==> config.mk <==
export PLATFORM = sky130hd
export DESIGN_NAME = blkreg_spi_master
export DESIGN_NICKNAME = d
export VERILOG_FILES = /design/src/rtl/blkreg_spi_pkg.sv /design/src/rtl/blkreg_map_check.sv /design/src/rtl/blkreg_phase_timer.sv /design/src/rtl/blkreg_frame_shift.sv /design/src/rtl/blkreg_spi_master.sv
export SDC_FILE = /design/constraint.sdc
export NUM_CORES = 1
export LEC_CHECK = 0
export ABC_AREA = 1
export BUFFER_PORTS_ARGS = -buffer_cell sky130_fd_sc_hd__buf_2
export CAP_MARGIN = 0
export CORE_MARGIN = 8
export CORE_UTILIZATION = 26
export CTS_BUF_LIST = sky130_fd_sc_hd__clkbuf_8
export DETAILED_ROUTE_END_ITERATION = 8
export GPL_ROUTABILITY_DRIVEN = 0
export PLACE_DENSITY_LB_ADDON = 0.25
export SYNTH_ARGS = -nofsm -noshare
export SYNTH_HDL_FRONTEND = slang
export SYNTH_SLANG_ARGS = --single-unit
==> constraint.sdc <==
create_clock -name clk -period 2.08 [get_ports clk]
set_clock_uncertainty 0.15 [all_clocks]
set_input_delay 0 -clock clk [delete_from_list [all_inputs] [get_ports clk]]
set_output_delay 0 -clock clk [all_outputs]
set_load 0.005 [all_outputs]
==> src/rtl/blkreg_spi_pkg.sv <==
package blkreg_spi_pkg;
  localparam int BLK_W    = 3;
  localparam int SUB_W    = 4;
  localparam int ADDR_W   = 8;
  localparam int WORD_W   = 32;
  localparam int PAD_W    = 2;
  localparam int HDR_BITS = BLK_W + 1 + SUB_W + ADDR_W;
  localparam int PAD_MAX  = (1 << PAD_W) - 1;
  localparam int FRAME_MAX = HDR_BITS + 8 * PAD_MAX + WORD_W;
  localparam int CNT_W    = $clog2(FRAME_MAX + 1);

  typedef enum logic [2:0] {
    SEQ_IDLE,
    SEQ_LEAD,
    SEQ_HIGH,
    SEQ_LOW,
    SEQ_TRAIL
  } seq_state_t;

  function automatic logic [7:0] pack_cmd(input logic [BLK_W-1:0] blk,
                                          input logic wr,
                                          input logic [SUB_W-1:0] sub);
    return {blk, wr, sub};
  endfunction
endpackage

==> src/rtl/blkreg_map_check.sv <==
module blkreg_map_check
  import blkreg_spi_pkg::*;
(
  input  logic [BLK_W-1:0] blk,
  input  logic [SUB_W-1:0] sub,
  output logic             legal
);
  always_comb begin
    case (blk)
      3'd1:             legal = (sub <= 4'd4) || (sub == 4'd6);
      3'd2, 3'd7:       legal = (sub == 4'd0);
      3'd3, 3'd4, 3'd5: legal = (sub <= 4'd1);
      default:          legal = 1'b0;
    endcase
  end
endmodule

==> src/rtl/blkreg_phase_timer.sv <==
module blkreg_phase_timer #(
  parameter int DIV_HALF = 2
) (
  input  logic clk,
  input  logic rst,
  input  logic run,
  output logic tick
);
  generate
    if (DIV_HALF <= 1) begin : g_direct
      logic unused_in;
      assign unused_in = clk ^ rst;
      assign tick = run;
    end else begin : g_count
      localparam int CW = $clog2(DIV_HALF);
      localparam logic [CW-1:0] LAST = CW'(DIV_HALF - 1);
      logic [CW-1:0] cnt;
      always_ff @(posedge clk) begin
        if (rst || !run)    cnt <= '0;
        else if (cnt == LAST) cnt <= '0;
        else                cnt <= cnt + 1'b1;
      end
      assign tick = run && (cnt == LAST);
    end
  endgenerate
endmodule

==> src/rtl/blkreg_frame_shift.sv <==
module blkreg_frame_shift #(
  parameter int FRAME_BITS = 72,
  parameter int RX_W       = 32
) (
  input  logic                  clk,
  input  logic                  rst,
  input  logic                  load,
  input  logic [FRAME_BITS-1:0] load_val,
  input  logic                  shift,
  input  logic                  sample,
  input  logic                  ser_in,
  output logic                  ser_out,
  output logic [RX_W-1:0]       rx_word
);
  logic [FRAME_BITS-1:0] tx_q;
  logic [RX_W-1:0]       rx_q;

  always_ff @(posedge clk) begin
    if (rst)        tx_q <= '0;
    else if (load)  tx_q <= load_val;
    else if (shift) tx_q <= {tx_q[FRAME_BITS-2:0], 1'b0};
  end

  always_ff @(posedge clk) begin
    if (rst || load) rx_q <= '0;
    else if (sample) rx_q <= {rx_q[RX_W-2:0], ser_in};
  end

  assign ser_out = tx_q[FRAME_BITS-1];
  assign rx_word = rx_q;
endmodule

==> src/rtl/blkreg_spi_master.sv <==
module blkreg_spi_master
  import blkreg_spi_pkg::*;
#(
  parameter int DIV_HALF = 2
) (
  input  logic              clk,
  input  logic              rst,
  input  logic              req,
  input  logic              req_wr,
  input  logic [BLK_W-1:0]  req_blk,
  input  logic [SUB_W-1:0]  req_sub,
  input  logic [ADDR_W-1:0] req_addr,
  input  logic [WORD_W-1:0] req_wdata,
  input  logic [PAD_W-1:0]  pad_cnt,
  output logic              busy,
  output logic              done,
  output logic              err,
  output logic [WORD_W-1:0] rd_data,
  output logic              cs_n,
  output logic              sclk,
  output logic              mosi,
  input  logic              miso
);
  localparam int TAIL_W = FRAME_MAX - HDR_BITS - WORD_W;
  localparam logic [CNT_W-1:0] BASE_LEN = CNT_W'(HDR_BITS + WORD_W);

  seq_state_t         state_q;
  logic [CNT_W-1:0]   bits_left_q;
  logic               is_rd_q;
  logic               cs_q, sclk_q, done_q, err_q;
  logic [WORD_W-1:0]  rd_q;

  logic               legal;
  logic               tick;
  logic               load, shift, sample;
  logic [FRAME_MAX-1:0] frame_img;
  logic [CNT_W-1:0]   frame_len;
  logic [WORD_W-1:0]  rx_word;
  logic               ser_out;

  blkreg_map_check u_map (
    .blk   (req_blk),
    .sub   (req_sub),
    .legal (legal)
  );

  blkreg_phase_timer #(.DIV_HALF(DIV_HALF)) u_timer (
    .clk  (clk),
    .rst  (rst),
    .run  (state_q != SEQ_IDLE),
    .tick (tick)
  );

  always_comb begin
    if (req_wr)
      frame_img = {pack_cmd(req_blk, 1'b1, req_sub), req_addr, req_wdata, {TAIL_W{1'b0}}};
    else
      frame_img = {pack_cmd(req_blk, 1'b0, req_sub), req_addr, {(FRAME_MAX-HDR_BITS){1'b0}}};
    frame_len = req_wr ? BASE_LEN : BASE_LEN + CNT_W'({pad_cnt, 3'b000});
  end

  assign load   = (state_q == SEQ_IDLE) && req && legal;
  assign sample = tick && ((state_q == SEQ_LEAD) || (state_q == SEQ_LOW));
  assign shift  = tick && (state_q == SEQ_HIGH) && (bits_left_q != CNT_W'(1));

  blkreg_frame_shift #(.FRAME_BITS(FRAME_MAX), .RX_W(WORD_W)) u_shift (
    .clk      (clk),
    .rst      (rst),
    .load     (load),
    .load_val (frame_img),
    .shift    (shift),
    .sample   (sample),
    .ser_in   (miso),
    .ser_out  (ser_out),
    .rx_word  (rx_word)
  );

  always_ff @(posedge clk) begin
    if (rst) begin
      state_q     <= SEQ_IDLE;
      bits_left_q <= '0;
      is_rd_q     <= 1'b0;
      cs_q        <= 1'b1;
      sclk_q      <= 1'b0;
      done_q      <= 1'b0;
      err_q       <= 1'b0;
      rd_q        <= '0;
    end else begin
      done_q <= 1'b0;
      err_q  <= 1'b0;
      case (state_q)
        SEQ_IDLE: begin
          if (req) begin
            if (legal) begin
              cs_q        <= 1'b0;
              is_rd_q     <= !req_wr;
              bits_left_q <= frame_len;
              state_q     <= SEQ_LEAD;
            end else begin
              done_q <= 1'b1;
              err_q  <= 1'b1;
            end
          end
        end
        SEQ_LEAD, SEQ_LOW: begin
          if (tick) begin
            sclk_q  <= 1'b1;
            state_q <= SEQ_HIGH;
          end
        end
        SEQ_HIGH: begin
          if (tick) begin
            sclk_q <= 1'b0;
            if (bits_left_q == CNT_W'(1)) begin
              state_q <= SEQ_TRAIL;
            end else begin
              bits_left_q <= bits_left_q - 1'b1;
              state_q     <= SEQ_LOW;
            end
          end
        end
        SEQ_TRAIL: begin
          if (tick) begin
            cs_q    <= 1'b1;
            done_q  <= 1'b1;
            state_q <= SEQ_IDLE;
            if (is_rd_q) rd_q <= rx_word;
          end
        end
        default: state_q <= SEQ_IDLE;
      endcase
    end
  end

  assign busy    = (state_q != SEQ_IDLE);
  assign done    = done_q;
  assign err     = err_q;
  assign rd_data = rd_q;
  assign cs_n    = cs_q;
  assign sclk    = sclk_q;
  assign mosi    = ser_out;
endmodule

Word level (Yosys, flattened, before mapping):

Cells that the tools add are included.

* $add $sub $neg: 3
* order comparisons: 2
* eq/ne operators: 19
* mux-type cells: 27
* bitwise logic cells: 1
* reduce and logical (&&, ||, !) cells: 30

Operators with widths (number)
* 72-bit two-way mux: 2
* 69-bit two-way mux: 1
* 7-bit two-way mux: 5
* 3-bit two-way mux: 6
* 7-bit one-hot mux with 2 select lines: 1
* 3-bit by 2-bit equality test with 1-bit output (second input constant): 4
* 3-bit equality test (second input constant): 4
* 2-bit inequality test (second input constant): 6
* 3-bit one-hot mux with 4 select lines: 1
* 5-bit AND reduction: 2
* 3-bit AND reduction: 3
* 2-bit nonzero test: 4
* 2-bit OR reduction: 4
* 6-bit by 5-bit adder with 7-bit output (first input constant): 1
* 7-bit by 1-bit equality test with 1-bit output (second input constant): 1
* 1-bit two-way mux: 7
* 7-bit by 1-bit inequality test with 1-bit output (second input constant): 1
* 7-bit by 1-bit subtractor with 7-bit output (second input constant): 1
* 3-bit by 1-bit equality test with 1-bit output (second input constant): 2
* 1-bit logical AND: 6
* 1-bit one-hot mux with 2 select lines: 3
* 4-bit by 3-bit equality test with 1-bit output (second input constant): 1
* 4-bit by 1-bit less-or-equal comparator with 1-bit output (second input constant): 1
* 4-bit by 3-bit less-or-equal comparator with 1-bit output (second input constant): 1
* other kinds (10): 14

* register bits after elaboration: 152
* bits of input ports: 54
* output and inout bits: 38
* logic and storage cells: 93

Depth between registers and ports, before layout:

Gate-level depths: netlist of run 1.

* word-level depth: 6
* mapped depth: 12
* depth with buffers taken out: 11

Hierarchy:

A second synthesis of run 1 with hierarchy kept.

* cell total of the unflattened synthesis: 1056
* area total of the unflattened synthesis: 7103.1 sq um

By module, submodules not included
* blkreg_frame_shift: times used 1, cells each 679, area an instance 4635.7 sq um, sequential area each 2082.0 sq um
* blkreg_spi_master: times used 1, cells each 353, area an instance 2351.0 sq um, sequential area each 940.9 sq um
* blkreg_map_check: times used 1, cells each 18, area an instance 75.1 sq um, sequential area each 0.0 sq um
* blkreg_phase_timer: times used 1, cells each 6, area an instance 41.3 sq um, sequential area each 20.0 sq um

Worst setup path after synthesis of run 1:

No wires, ideal clock.

* path kind: reg2reg
* start: register bits_left_q[1]
* end: register u_shift.tx_q[56]
* library setup time: 116 ps
* data arrival time: 1417 ps
* data required time: 1814 ps
* setup slack: 397 ps
* stages on the path, launching flop included: 12
* buffers on the path: 2
* period minus slack after synthesis: 1683 ps
* cells stage by stage: dfxtp_1 > inv_1 > ha_1 > inv_1 > nor2_1 > nand3_1 > nand3_2 > nand2_2 > buf_6 > buf_4 > o21ai_0 > nor2_1

* cells in the longest elaborated chain, start to end: 3

RTL lines
* start, declared: RTL line blkreg_spi_master.sv:28 `logic [CNT_W-1:0] bits_left_q;`
* start signal, assigned: RTL line blkreg_spi_master.sv:97 `bits_left_q <= frame_len;`
* start signal, assigned: RTL line blkreg_spi_master.sv:117 `bits_left_q <= bits_left_q - 1'b1;`
* 7-bit by 1-bit inequality test with 1-bit output: RTL line blkreg_spi_master.sv:64 `assign shift = tick && (state_q == SEQ_HIGH) && (bits_left_q != CNT_W'(1));`
* 1-bit logical AND: RTL line blkreg_spi_master.sv:64
* 2-bit nonzero test (no line)
* end signal, assigned: RTL line blkreg_frame_shift.sv:20 `else if (load) tx_q <= load_val;`
* end signal, assigned: RTL line blkreg_frame_shift.sv:21 `else if (shift) tx_q <= {tx_q[FRAME_BITS-2:0], 1'b0};`
* end, declared: RTL line blkreg_frame_shift.sv:15 `logic [FRAME_BITS-1:0] tx_q;`

Every way passes these cells.
A chain may end at the register's enable or synchronous reset.

Final worst setup path of run 1:

* start: register state_q[1]
* end: register is_rd_q

* cells in the longest elaborated chain, start to end: 2

RTL lines
* start, declared: RTL line blkreg_spi_master.sv:27 `seq_state_t state_q;`
* start signal, assigned: RTL line blkreg_spi_master.sv:80 `state_q <= SEQ_IDLE;`
* start signal, assigned: RTL line blkreg_spi_master.sv:98 `state_q <= SEQ_LEAD;`
* start signal, assigned: RTL line blkreg_spi_master.sv:108 `state_q <= SEQ_HIGH;`
* 3-bit zero test: RTL line blkreg_spi_master.sv:91 `case (state_q)`
* 3-bit AND reduction (no line)
* end signal, assigned: RTL line blkreg_spi_master.sv:96 `is_rd_q <= !req_wr;`
* end, declared: RTL line blkreg_spi_master.sv:29 `logic is_rd_q;`

Every way passes these cells.

==> flow_summary_export.csv, run 1 <==
group,metric,value,unit
pwr,intPower,3.78,mW
timing,drv_slew,0,
final_layout,drive_gt1_frac,0.158,
grt,grt_pass1_wl,25900,um
final_layout,areaGrowthSynthToFinish,29.2,%
timing,fin_crit,1.93,ns
logic_synthesis,netlist_instances,822,
worst_setup_path,critPathRequiredTime,2.29,ns
route,vias,5467,
worst_setup_path,cp_slowest_cell,"dlygate4sd3_1",
clock_tree,clk_latency,0.44,ns
pwr,p_leak,3.21,nW
logic_synthesis,avgSynthCellArea,6.85,um2
worst_setup_path,worstPathCellList,"nor2_2, nand2_4, nor2_4, nand3_4, dlygate4sd3_1, a211oi_2",
worst_setup_path,arrival,2.14,ns
worst_setup_path,slowest_delay,0.63,ns
floorplan,rows,54,
floorplan,die_w,163,um
run,drv_cap,0,
clock_tree,clk_pin_slew,0.07,ns
grt,grt_overflow_total,0,
pwr,p_clk_frac,0.343,
pwr,netSwitchingFraction,0.302,
timing,worst_pin_slew,0.430,ns
pwr,switching_power,1.63,mW
route,drc,0,
logic_synthesis,yosysSeqAreaShare,0.455,
timing,setup_slack,0.147,ns
timing,rsz0062_at_grt,"false",
placement,portBuffers,91,
placement,dp_slack,0.162,ns
final_layout,fillCellCount,2331,
route,finalWirelength,15500,um
logic_synthesis,netlist_area,5630,um2
route,ant_nets,0,
timing,final_hold_viol_count,0,
placement,post-dp-hpwl,9830,um
logic_synthesis,ys_seq_elements,128,
grt,grt_usage,0.119,
worst_setup_path,path_delay_family,"buffers and inverters",
hold_path,hold_end,"u_shift.tx_q[55]$_SDFFE_PP0P_",
timing,maxSlewHeadroom,0.713,
timing,totalNegativeSetupSlack,0,ns
grt,gr-usage-met1,0.158,
floorplan,initial_utilization,0.261,
final_layout,n_antenna_cell,0,
pwr,power_frac_seq,0.485,
worst_setup_path,reg2reg_from,"state_q[1]$_SDFFE_PP0P_",
logic_synthesis,syn-num-nets,878,
worst_setup_path,critPathLaunchType,"register",
route,wl_per_cell,12.5,um
route,via_per_inst,4.39,
pwr,ir_drop,0.000381,V
clock_tree,clockRootBuffer,"clkbuf_8",
worst_setup_path,r2r_slack,0.15,ns
worst_setup_path,ff2ff_path_depth,6,
floorplan,die_area,26600,um2
worst_setup_path,path_max_fanout,8,
clock_tree,cts_tree,"yes",
worst_setup_path,worstReg2RegEnd,"is_rd_q$_SDFFE_PP0P_",
logic_synthesis,synth_cell_types,29,
clock_tree,clock_tree.buffer_depth,2,
grt,antenna_found_initial,0,
timing,finalSetupViolCount,0,
hold_path,min-delay-start,"req_wdata[31]",
route,drt_iter0_drc,261,
worst_setup_path,end_kind,"register",
grt,grtUsageMet2,0.182,
clock_tree,numCtsBuffers,17,
status,status,"finished clean",
grt,grt_util_met3,0.0353,
floorplan,pin_count,92,
floorplan,dieHeight,163,um
route,dr.pass1.iters,4,
grt,top_usage_layer,"met2",
timing,fmax,0.517,GHz
worst_setup_path,crit_type,"register to register",
pwr,p_comb_frac,0.172,
clock_tree,post_cts_buffers,0,
pwr,powerDensity,744,nW/um2
hold_path,min_path_cells,4,
pwr,p_total,5.41,mW
floorplan,coreArea,21600,um2
grt,grt_max_degree,46,
clock_tree,clock-sinks,128,
timing,fin_crit_sh,0.929,
logic_synthesis,yosys_warnings,0,
final_layout,nets,1008,
grt,grt_pass1_vias,5232,
clock_tree,htree_levels,4,
hold_path,hold_path.class,"input pin to register",
worst_setup_path,path_buf_inv,1,
-- state kept, by name, summed over array words and instances (netlist names), 3 cells and up --
name,count
u_shift.rx_word,32
state_q,3
bits_left_q,7
rd_data,32
u_shift.tx_q,48
-- routing by layer --
layer | wire [um] | vias to the layer above
li1 | - | 2879
met3 | 666 | 16
met5 | 0 | -
met1 | 7730 | 2482
met2 | 6920 | 90
met4 | 197 | 0
-- stage by stage --
step	hold WS [ns]	cells	area (um2)	utilization
2_1_floorplan	-0.0119	822	5630	-
3_3_place_gp	0.133	1158	6380	0.296
3_5_place_dp	0.135	1158	6380	0.296
4_1_cts	0.210	1244	7260	0.337
5_1_grt	0.236	1244	7270	0.337
6_report	0.242	1244	7270	0.337
-- Yosys cell counts, drive strengths merged --
library cell / number / area [um2]
a21boi: 1 / 7.51
nand4: 7 / 43.8
dfxtp: 128 / 2560
o21ai: 68 / 340
nand3: 86 / 448
ha: 2 / 25.0
inv: 73 / 274
o21bai: 1 / 7.51
buf: 22 / 149
clkbuf: 33 / 124
a221oi: 1 / 8.76
nor2: 135 / 522
xor2: 2 / 17.5
nor3: 2 / 10.0
a211oi: 1 / 7.51
nand3b: 1 / 7.51
clkinv: 1 / 3.75
nand2: 185 / 704
a21oi: 73 / 365
-- worst register-to-register path: stages, from the launching register on --
cell and delay [ns]:
dfxtp_1 0.33, nor2_2 0.17, nand2_4 0.11, nor2_4 0.13
nand3_4 0.15, dlygate4sd3_1 0.63, a211oi_2 0.19
-- layout by cell type (no fill, tap or decap), types with 5 or more instances in the layout --
master         synthesis  layout
a21oi_1               73      73
buf_12                 0       5
buf_2                 14      91
buf_4                  3      15
clkbuf_8               0      19
clkinv_2               0       5
dfxtp_1              128     128
dlygate4sd3_1          0      55
inv_1                 71      73
nand2_1              183     183
nand3_1               84      84
nand4_1                7       7
nor2_1               131     130
o21ai_0               62      62
o21ai_1                6       6
-- worst max path at each step --
stage	start	end	slack, ns	cells past startpoint
final	state_q[1]$_SDFFE_PP0P_	is_rd_q$_SDFFE_PP0P_	0.15	6
after global routing	state_q[1]$_SDFFE_PP0P_	u_shift.tx_q[54]$_SDFFE_PP0P_	0.01	9
after floorplan	bits_left_q[1]$_SDFFE_PP0P_	u_shift.tx_q[56]$_SDFFE_PP0P_	0.40	11
after global placement	state_q[1]$_SDFFE_PP0P_	u_shift.tx_q[54]$_SDFFE_PP0P_	0.19	9
after detailed placement	state_q[1]$_SDFFE_PP0P_	u_shift.tx_q[54]$_SDFFE_PP0P_	0.16	9
after CTS	state_q[1]$_SDFFE_PP0P_	is_rd_q$_SDFFE_PP0P_	0.12	6
-- cell type report --
class,instances,area (um2),share of cell area
inverters,74,278,0.0382
multi-input cells,565,2530,0.348
clock inverters,12,72.6,0.00998
flip-flops and latches,128,2560,0.352
well taps,280,350,0.0482
clock buffers,19,262,0.0360
repair buffers,166,1220,0.168
-- power by group through the flow --
stage	Clock (mW)	Sequential [mW]	Combinational [mW]
after global routing	2.05	2.64	1.06
after floorplan	0	2.66	0.604
after global placement	0	2.68	0.855
after detailed placement	0	2.68	0.856
final	1.85	2.62	0.932
after CTS	1.92	2.62	0.939
-- cells by family (layout without fill, tap and decap cells) --
| logic type | after synthesis | after routing | synth area share |
|---|---|---|---|
| AND/OR/NAND/NOR | 416 | 416 | 0.308 |
| buffers and inverters | 129 | 271 | 0.0978 |
| adder cells (fa/ha/maj) | 2 | 2 | 0.00445 |
| flip-flops | 128 | 128 | 0.455 |
| AO/OA/AOI/OAI | 145 | 145 | 0.131 |
| XOR/XNOR | 2 | 2 | 0.00311 |
-- timing repair --
action | CTS | global route
resized for setup | 0 | 2
hold buffers | 55 | 0
endpoints found under the hold margin | 106 | 0
setup endpoints to repair | 0 | 3
Power figures use the tool's default switching activity.
==> inputs of run 2 (changes only) <==
--- a/config.mk
+++ b/config.mk
@@ -10,9 +10,7 @@
 export CAP_MARGIN = 0
 export CORE_MARGIN = 8
 export CORE_UTILIZATION = 26
-export CTS_BUF_LIST = sky130_fd_sc_hd__clkbuf_8
 export DETAILED_ROUTE_END_ITERATION = 8
-export GPL_ROUTABILITY_DRIVEN = 0
 export PLACE_DENSITY_LB_ADDON = 0.25
 export SYNTH_ARGS = -nofsm -noshare
 export SYNTH_HDL_FRONTEND = slang
==> run 2 against run 1 <==
  * Core utilization up 0.86 points
  * Via count is 0.16% higher
  * Critical endpoint unchanged
  * Cell count is essentially flat
  * Final area rose by 2.6%
  * Clock power up 44%
  * Critical path type unchanged
  * Setup slack better by 0.0088 ns
  * Flip-flop and latch count stayed put
  * Combinational power barely moved
==> flow_summary_export.csv, run 2 (synthesis results as in run 1) <==
group,metric,value,unit
final_layout,areaGrowthSynthToFinish,32.5,%
status,status,"finished clean",
pwr,p_comb_frac,0.150,
final_layout,layout_commonest_cell,"nand2_1",
timing,final_hold_viol_count,0,
clock_tree,clock_tree.buffer_depth,2,
route,vias,5476,
grt,grt_usage,0.119,
timing,totalNegativeSetupSlack,0,ns
floorplan,pin_count,92,
timing,fmax,0.520,GHz
floorplan,dieHeight,163,um
final_layout,nets,1007,
worst_setup_path,cp-startpoint,"state_q[1]$_SDFFE_PP0P_",
hold_path,min-delay-start,"req_wdata[31]",
worst_setup_path,path_max_fanout,8,
worst_setup_path,slowest_delay,0.62,ns
route,finalWirelength,15500,um
worst_setup_path,critPathRequiredTime,2.26,ns
floorplan,die_area,26600,um2
worst_setup_path,worstPathCellList,"nor2_2, nand2_4, nor2_4, nand3_4, dlygate4sd3_1, a211oi_2",
worst_setup_path,critPathLaunchType,"register",
pwr,ir_drop,0.000443,V
floorplan,coreArea,21600,um2
grt,grt_max_degree,46,
timing,drv_slew,0,
final_layout,largest_reg_flops,48,
timing,finalSetupViolCount,0,
floorplan,rows,54,
clock_tree,htree_levels,4,
floorplan,die_w,163,um
clock_tree,clockRootBuffer,"clkbuf_16",
clock_tree,clk_latency,0.41,ns
pwr,power_frac_seq,0.422,
clock_tree,numCtsBuffers,17,
final_layout,regArea,2560,um2
grt,grt_overflow_total,0,
final_layout,fin_util,0.346,
pwr,switching_power,1.73,mW
timing,worst_pin_slew,0.435,ns
worst_setup_path,cp_slowest_cell,"dlygate4sd3_1",
route,via_per_inst,4.41,
pwr,netSwitchingFraction,0.278,
floorplan,initial_utilization,0.261,
route,dr.pass1.iters,4,
run,drv_cap,0,
route,drt_iter0_drc,271,
worst_setup_path,end_kind,"register",
worst_setup_path,r2r_slack,0.16,ns
worst_setup_path,path_delay_family,"buffers and inverters",
placement,portBuffers,91,
timing,fin_crit,1.92,ns
route,ant_nets,0,
timing,fin_crit_sh,0.925,
worst_setup_path,crit_type,"register to register",
final_layout,n_antenna_cell,0,
timing,rsz0062_at_grt,"false",
hold_path,hold_path.class,"input pin to register",
final_layout,final_cell_mix,"183 x nand2_1, 130 x nor2_1, 128 x dfxtp_1, 91 x buf_2, 84 x nand3_1",
final_layout,multi_input_area,2530,um2
pwr,powerDensity,833,nW/um2
pwr,intPower,4.49,mW
grt,grt_pass1_wl,26000,um
timing,maxSlewHeadroom,0.710,
route,drc,0,
final_layout,largest_register,"u_shift.tx_q",
grt,grt_pass1_vias,5224,
grt,antenna_found_initial,0,
placement,post-dp-hpwl,9830,um
clock_tree,cts_tree,"yes",
clock_tree,post_cts_buffers,0,
final_layout,fillCellCount,2304,
worst_setup_path,reg2reg_from,"state_q[1]$_SDFFE_PP0P_",
clock_tree,clock-sinks,128,
final_layout,drive_gt1_frac,0.158,
worst_setup_path,arrival,2.10,ns
pwr,p_leak,3.29,nW
pwr,p_clk_frac,0.428,
route,wl_per_cell,12.5,um
placement,place_congestion,0.748,
clock_tree,clk_pin_slew,0.06,ns
worst_setup_path,path_buf_inv,1,
## run 2: cell count changes in the layout (fill, tap and decap cells not counted), sizes merged
cell / change
inv: -2
dlygate4sd3: -1
clkbuf: +2
## run 2: final timing paths
path,end,cells past startpoint
worst min-delay path,u_shift.tx_q[55]$_SDFFE_PP0P_,4
worst min register to register,cs_n$_SDFFE_PP1P_,2
worst max-delay path,is_rd_q$_SDFFE_PP0P_,6
worst max register to register,is_rd_q$_SDFFE_PP0P_,6
## run 2: cell type report
cell class / instances / share of cell area
Clock buffer: 21 / 0.0617
Clock inverter: 10 / 0.00872
Inverter: 74 / 0.0372
Multi-Input combinational cell: 565 / 0.340
Sequential cell: 128 / 0.344
Tap cell: 280 / 0.0470
Timing Repair Buffer: 165 / 0.162
## run 2: layer usage
metal,global-route usage,vias to the layer above,share of wire
li1,-,2884,-
met1,0.157,2463,0.49
met2,0.184,111,0.44
met3,0.0330,18,0.052
met4,0.0350,0,0.012
met5,0,-,0
## run 2: timing repair
| item | 4_1_cts | 5_1_grt |
|---|---|---|
| hold endpoints to repair | 55 | 0 |
| resized for setup | 0 | 3 |
| setup endpoints to repair | 0 | 3 |
| hold buffers | 54 | 0 |
## run 2: worst min-delay path: stages
cell	delay (ns)
dlygate4sd3_1	0.53
buf_2	0.14
nand2_1	0.06
a21oi_1	0.05
## run 2: metrics by stage
step                      total power, mW  instance area (um2)  hold WS, ns  std cells  setup WS [ns]
after CTS                            6.30                 7440        0.245       1243          0.122
after global placement               3.53                 6380        0.133       1158          0.191
after floorplan                      3.26                 5630      -0.0119        822          0.397
after global routing                 6.55                 7460        0.287       1243         0.0263
after detailed placement             3.53                 6380        0.135       1158          0.162
final                                6.21                 7460        0.267       1243          0.156
## run 2: power groups by stage
stage	Combinational (mW)	Sequential (mW)	Clock, mW
final	0.931	2.62	2.66
after detailed placement	0.856	2.68	0
after floorplan	0.604	2.66	0
after global routing	1.06	2.64	2.85
after global placement	0.855	2.68	0
after CTS	0.937	2.62	2.74
==> inputs of run 3 (changes only) <==
--- a/config.mk
+++ b/config.mk
@@ -11,6 +11,7 @@
 export CORE_MARGIN = 8
 export CORE_UTILIZATION = 26
 export DETAILED_ROUTE_END_ITERATION = 8
+export GPL_TIMING_DRIVEN = 0
 export PLACE_DENSITY_LB_ADDON = 0.25
 export SYNTH_ARGS = -nofsm -noshare
 export SYNTH_HDL_FRONTEND = slang
==> run 3 against run 2 <==
  * Setup slack lost 0.015 ns
  * Critical path depth grew 2
  * Global-route usage grew 0.18 points
  * Count of clock-buffer cells in the layout shrank 1
  * Via count grew 1.0%
  * Flip-flop and latch count is the same
  * First-iteration DRC count grew 21%
  * Cell count grew 3.3%
  * Hold slack lost 0.18 ns
  * Final area grew 2.8%
  * Wire length grew 1.8%
  * Maximum frequency shrank 0.78%
==> flow_summary_export.csv, run 3 (synthesis results as in run 1) <==
group,metric,value,unit
placement,dp_cells,1193,
worst_setup_path,worstPathCellList,"nor2_2, nand2_4, nor2_4, nand4_1, dlygate4sd3_1, nand2_1, nor2_1, nor2_1",
pwr,p_total,6.67,mW
clock_tree,numCtsBuffers,17,
final_layout,largest_register,"u_shift.tx_q",
final_layout,layout_commonest_cell,"nand2_1",
floorplan,dieHeight,163,um
route,finalWirelength,15800,um
worst_setup_path,crit_type,"register to register",
placement,place_congestion,0.782,
final_layout,final_cell_mix,"182 x nand2_1, 129 x nor2_1, 128 x dfxtp_1, 104 x buf_2, 83 x nand3_1",
pwr,netSwitchingFraction,0.270,
placement,post-dp-hpwl,11100,um
worst_setup_path,cp_slowest_cell,"dlygate4sd3_1",
status,status,"finished clean",
final_layout,areaGrowthSynthToFinish,36.3,%
clock_tree,htree_levels,4,
worst_setup_path,cp-startpoint,"state_q[1]$_SDFFE_PP0P_",
route,drt_iter0_drc,327,
route,via_per_inst,4.31,
worst_setup_path,reg2reg_from,"state_q[1]$_SDFFE_PP0P_",
clock_tree,clock-sinks,128,
route,wl_per_cell,12.3,um
route,ant_nets,0,
grt,grt_overflow_total,0,
pwr,powerDensity,870,nW/um2
worst_setup_path,path_buf_inv,1,
final_layout,n_antenna_cell,0,
floorplan,pin_count,92,
worst_setup_path,endpoint,"u_shift.tx_q[66]$_SDFFE_PP0P_",
final_layout,layoutNonFillerInstCount,1284,
worst_setup_path,cp_num_cells,8,
timing,drv_slew,0,
worst_setup_path,path_delay_family,"simple AND/OR/NAND/NOR gates",
worst_setup_path,slowest_delay,0.58,ns
pwr,p_comb_frac,0.142,
final_layout,drive_gt1_frac,0.163,
pwr,power_frac_seq,0.393,
timing,fin_crit_sh,0.932,
timing,fin_crit,1.94,ns
worst_setup_path,critPathLaunchType,"register",
timing,totalNegativeSetupSlack,0,ns
final_layout,largest_reg_flops,48,
grt,grt_pass1_wl,26000,um
hold_path,min-delay-start,"req_sub[3]",
placement,portBuffers,91,
grt,antenna_found_initial,0,
route,vias,5533,
floorplan,initial_utilization,0.261,
grt,grt_max_degree,17,
timing,finalSetupViolCount,0,
final_layout,nets,1047,
worst_setup_path,arrival,2.14,ns
floorplan,rows,54,
clock_tree,cts_tree,"yes",
pwr,p_clk_frac,0.465,
pwr,ir_drop,0.000447,V
clock_tree,clock_tree.buffer_depth,2,
grt,grt_pass1_vias,5292,
worst_setup_path,critPathMostFrequentCell,"nor2_1",
pwr,switching_power,1.80,mW
route,drc,0,
worst_setup_path,end_kind,"register",
floorplan,die_area,26600,um2
worst_setup_path,critPathRequiredTime,2.28,ns
floorplan,die_w,163,um
worst_setup_path,path_max_fanout,8,
timing,final_hold_viol_count,0,
run,drv_cap,0,
clock_tree,clk_latency,0.41,ns
hold_path,hold_path.class,"input pin to register",
worst_setup_path,r2r_slack,0.14,ns
worst_setup_path,ff2ff_path_depth,8,
pwr,intPower,4.87,mW
timing,maxSlewHeadroom,0.645,
clock_tree,clk_pin_slew,0.06,ns
pwr,p_leak,3.36,nW
timing,fmax,0.516,GHz
grt,grt_usage,0.120,
timing,worst_pin_slew,0.532,ns
floorplan,coreArea,21600,um2
route,dr.pass1.iters,4,
clock_tree,clockRootBuffer,"clkbuf_16",
timing,hold_ws,0.0912,ns
worst_setup_path,worstReg2RegEnd,"u_shift.tx_q[66]$_SDFFE_PP0P_",
[run 3: changes by cell type in the layout (fill, tap and decap cells not counted), moves of 3 or more]
| cell | previous run | this run |
|---|---|---|
| buf_12 | 5 | 0 |
| buf_2 | 91 | 104 |
| buf_4 | 15 | 4 |
| buf_6 | 0 | 5 |
| bufinv_16 | 0 | 3 |
| clkbuf_1 | 2 | 30 |
| clkbuf_2 | 0 | 4 |
| clkinv_2 | 5 | 2 |
| dlygate4sd3_1 | 54 | 58 |
[run 3: power by group through the flow]
stage          registers (mW)  logic, mW  clock network [mW]
6_report                 2.62      0.950                3.10
5_1_grt                  2.63       1.09                3.29
4_1_cts                  2.62      0.948                3.17
3_5_place_dp             2.67      0.860                   0
3_3_place_gp             2.67      0.859                   0
2_1_floorplan            2.66      0.604                   0
[run 3: area by class of cell]
type	instances	area, um2
fill	2305	13900
multi-input combinational	565	2540
buffer	55	280
sequential	128	2560
inverter	74	278
clock buffer	20	457
tap	280	350
clock inverter	12	158
timing repair buffer	150	1040
[run 3: worst min-delay path by stage]
stage                                    endpoint  cells after the start  slack, ns
global route                       err$_SDFF_PP0_                      7       0.15
detailed placement  u_shift.tx_q[24]$_SDFFE_PP0P_                      3       0.12
global placement    u_shift.tx_q[24]$_SDFFE_PP0P_                      3       0.11
CTS                 u_shift.tx_q[25]$_SDFFE_PP0P_                      9       0.09
finish                             err$_SDFF_PP0_                      7       0.09
floorplan           u_shift.tx_q[55]$_SDFFE_PP0P_                      2      -0.01
[run 3: stage by stage]
step | utilization | cell area, um2 | worst slack [ns]
floorplan | - | 5630 | 0.397
global placement | 0.299 | 6430 | -0.0575
detailed placement | 0.299 | 6430 | -0.0493
CTS | 0.354 | 7640 | 0.101
global route | 0.356 | 7670 | -0.000596
finish | 0.356 | 7670 | 0.141
[run 3: repair_timing]
| action | in CTS | in global routing |
|---|---|---|
| hold buffers | 58 | 0 |
| endpoints found under the setup margin | 4 | 47 |
| hold endpoints to repair | 57 | 0 |
| buffers inserted | 1 | 0 |
| pin swaps | 1 | 0 |
| resized for setup | 1 | 17 |
[run 3: routing by layer]
metal  up-vias  global-route usage  part of all wire
li1       2960                   -                 -
met1      2469               0.158              0.50
met2        98               0.190              0.45
met3         6              0.0350             0.042
met4         0              0.0296            0.0053
met5         -                   0                 0
[run 3: worst register-to-register path: stages, from the launching register on]
cell           delay, ns
dfxtp_1             0.31
nor2_2              0.17
nand2_4             0.10
nor2_4              0.23
nand4_1             0.16
dlygate4sd3_1       0.58
nand2_1             0.06
nor2_1              0.04
nor2_1              0.09
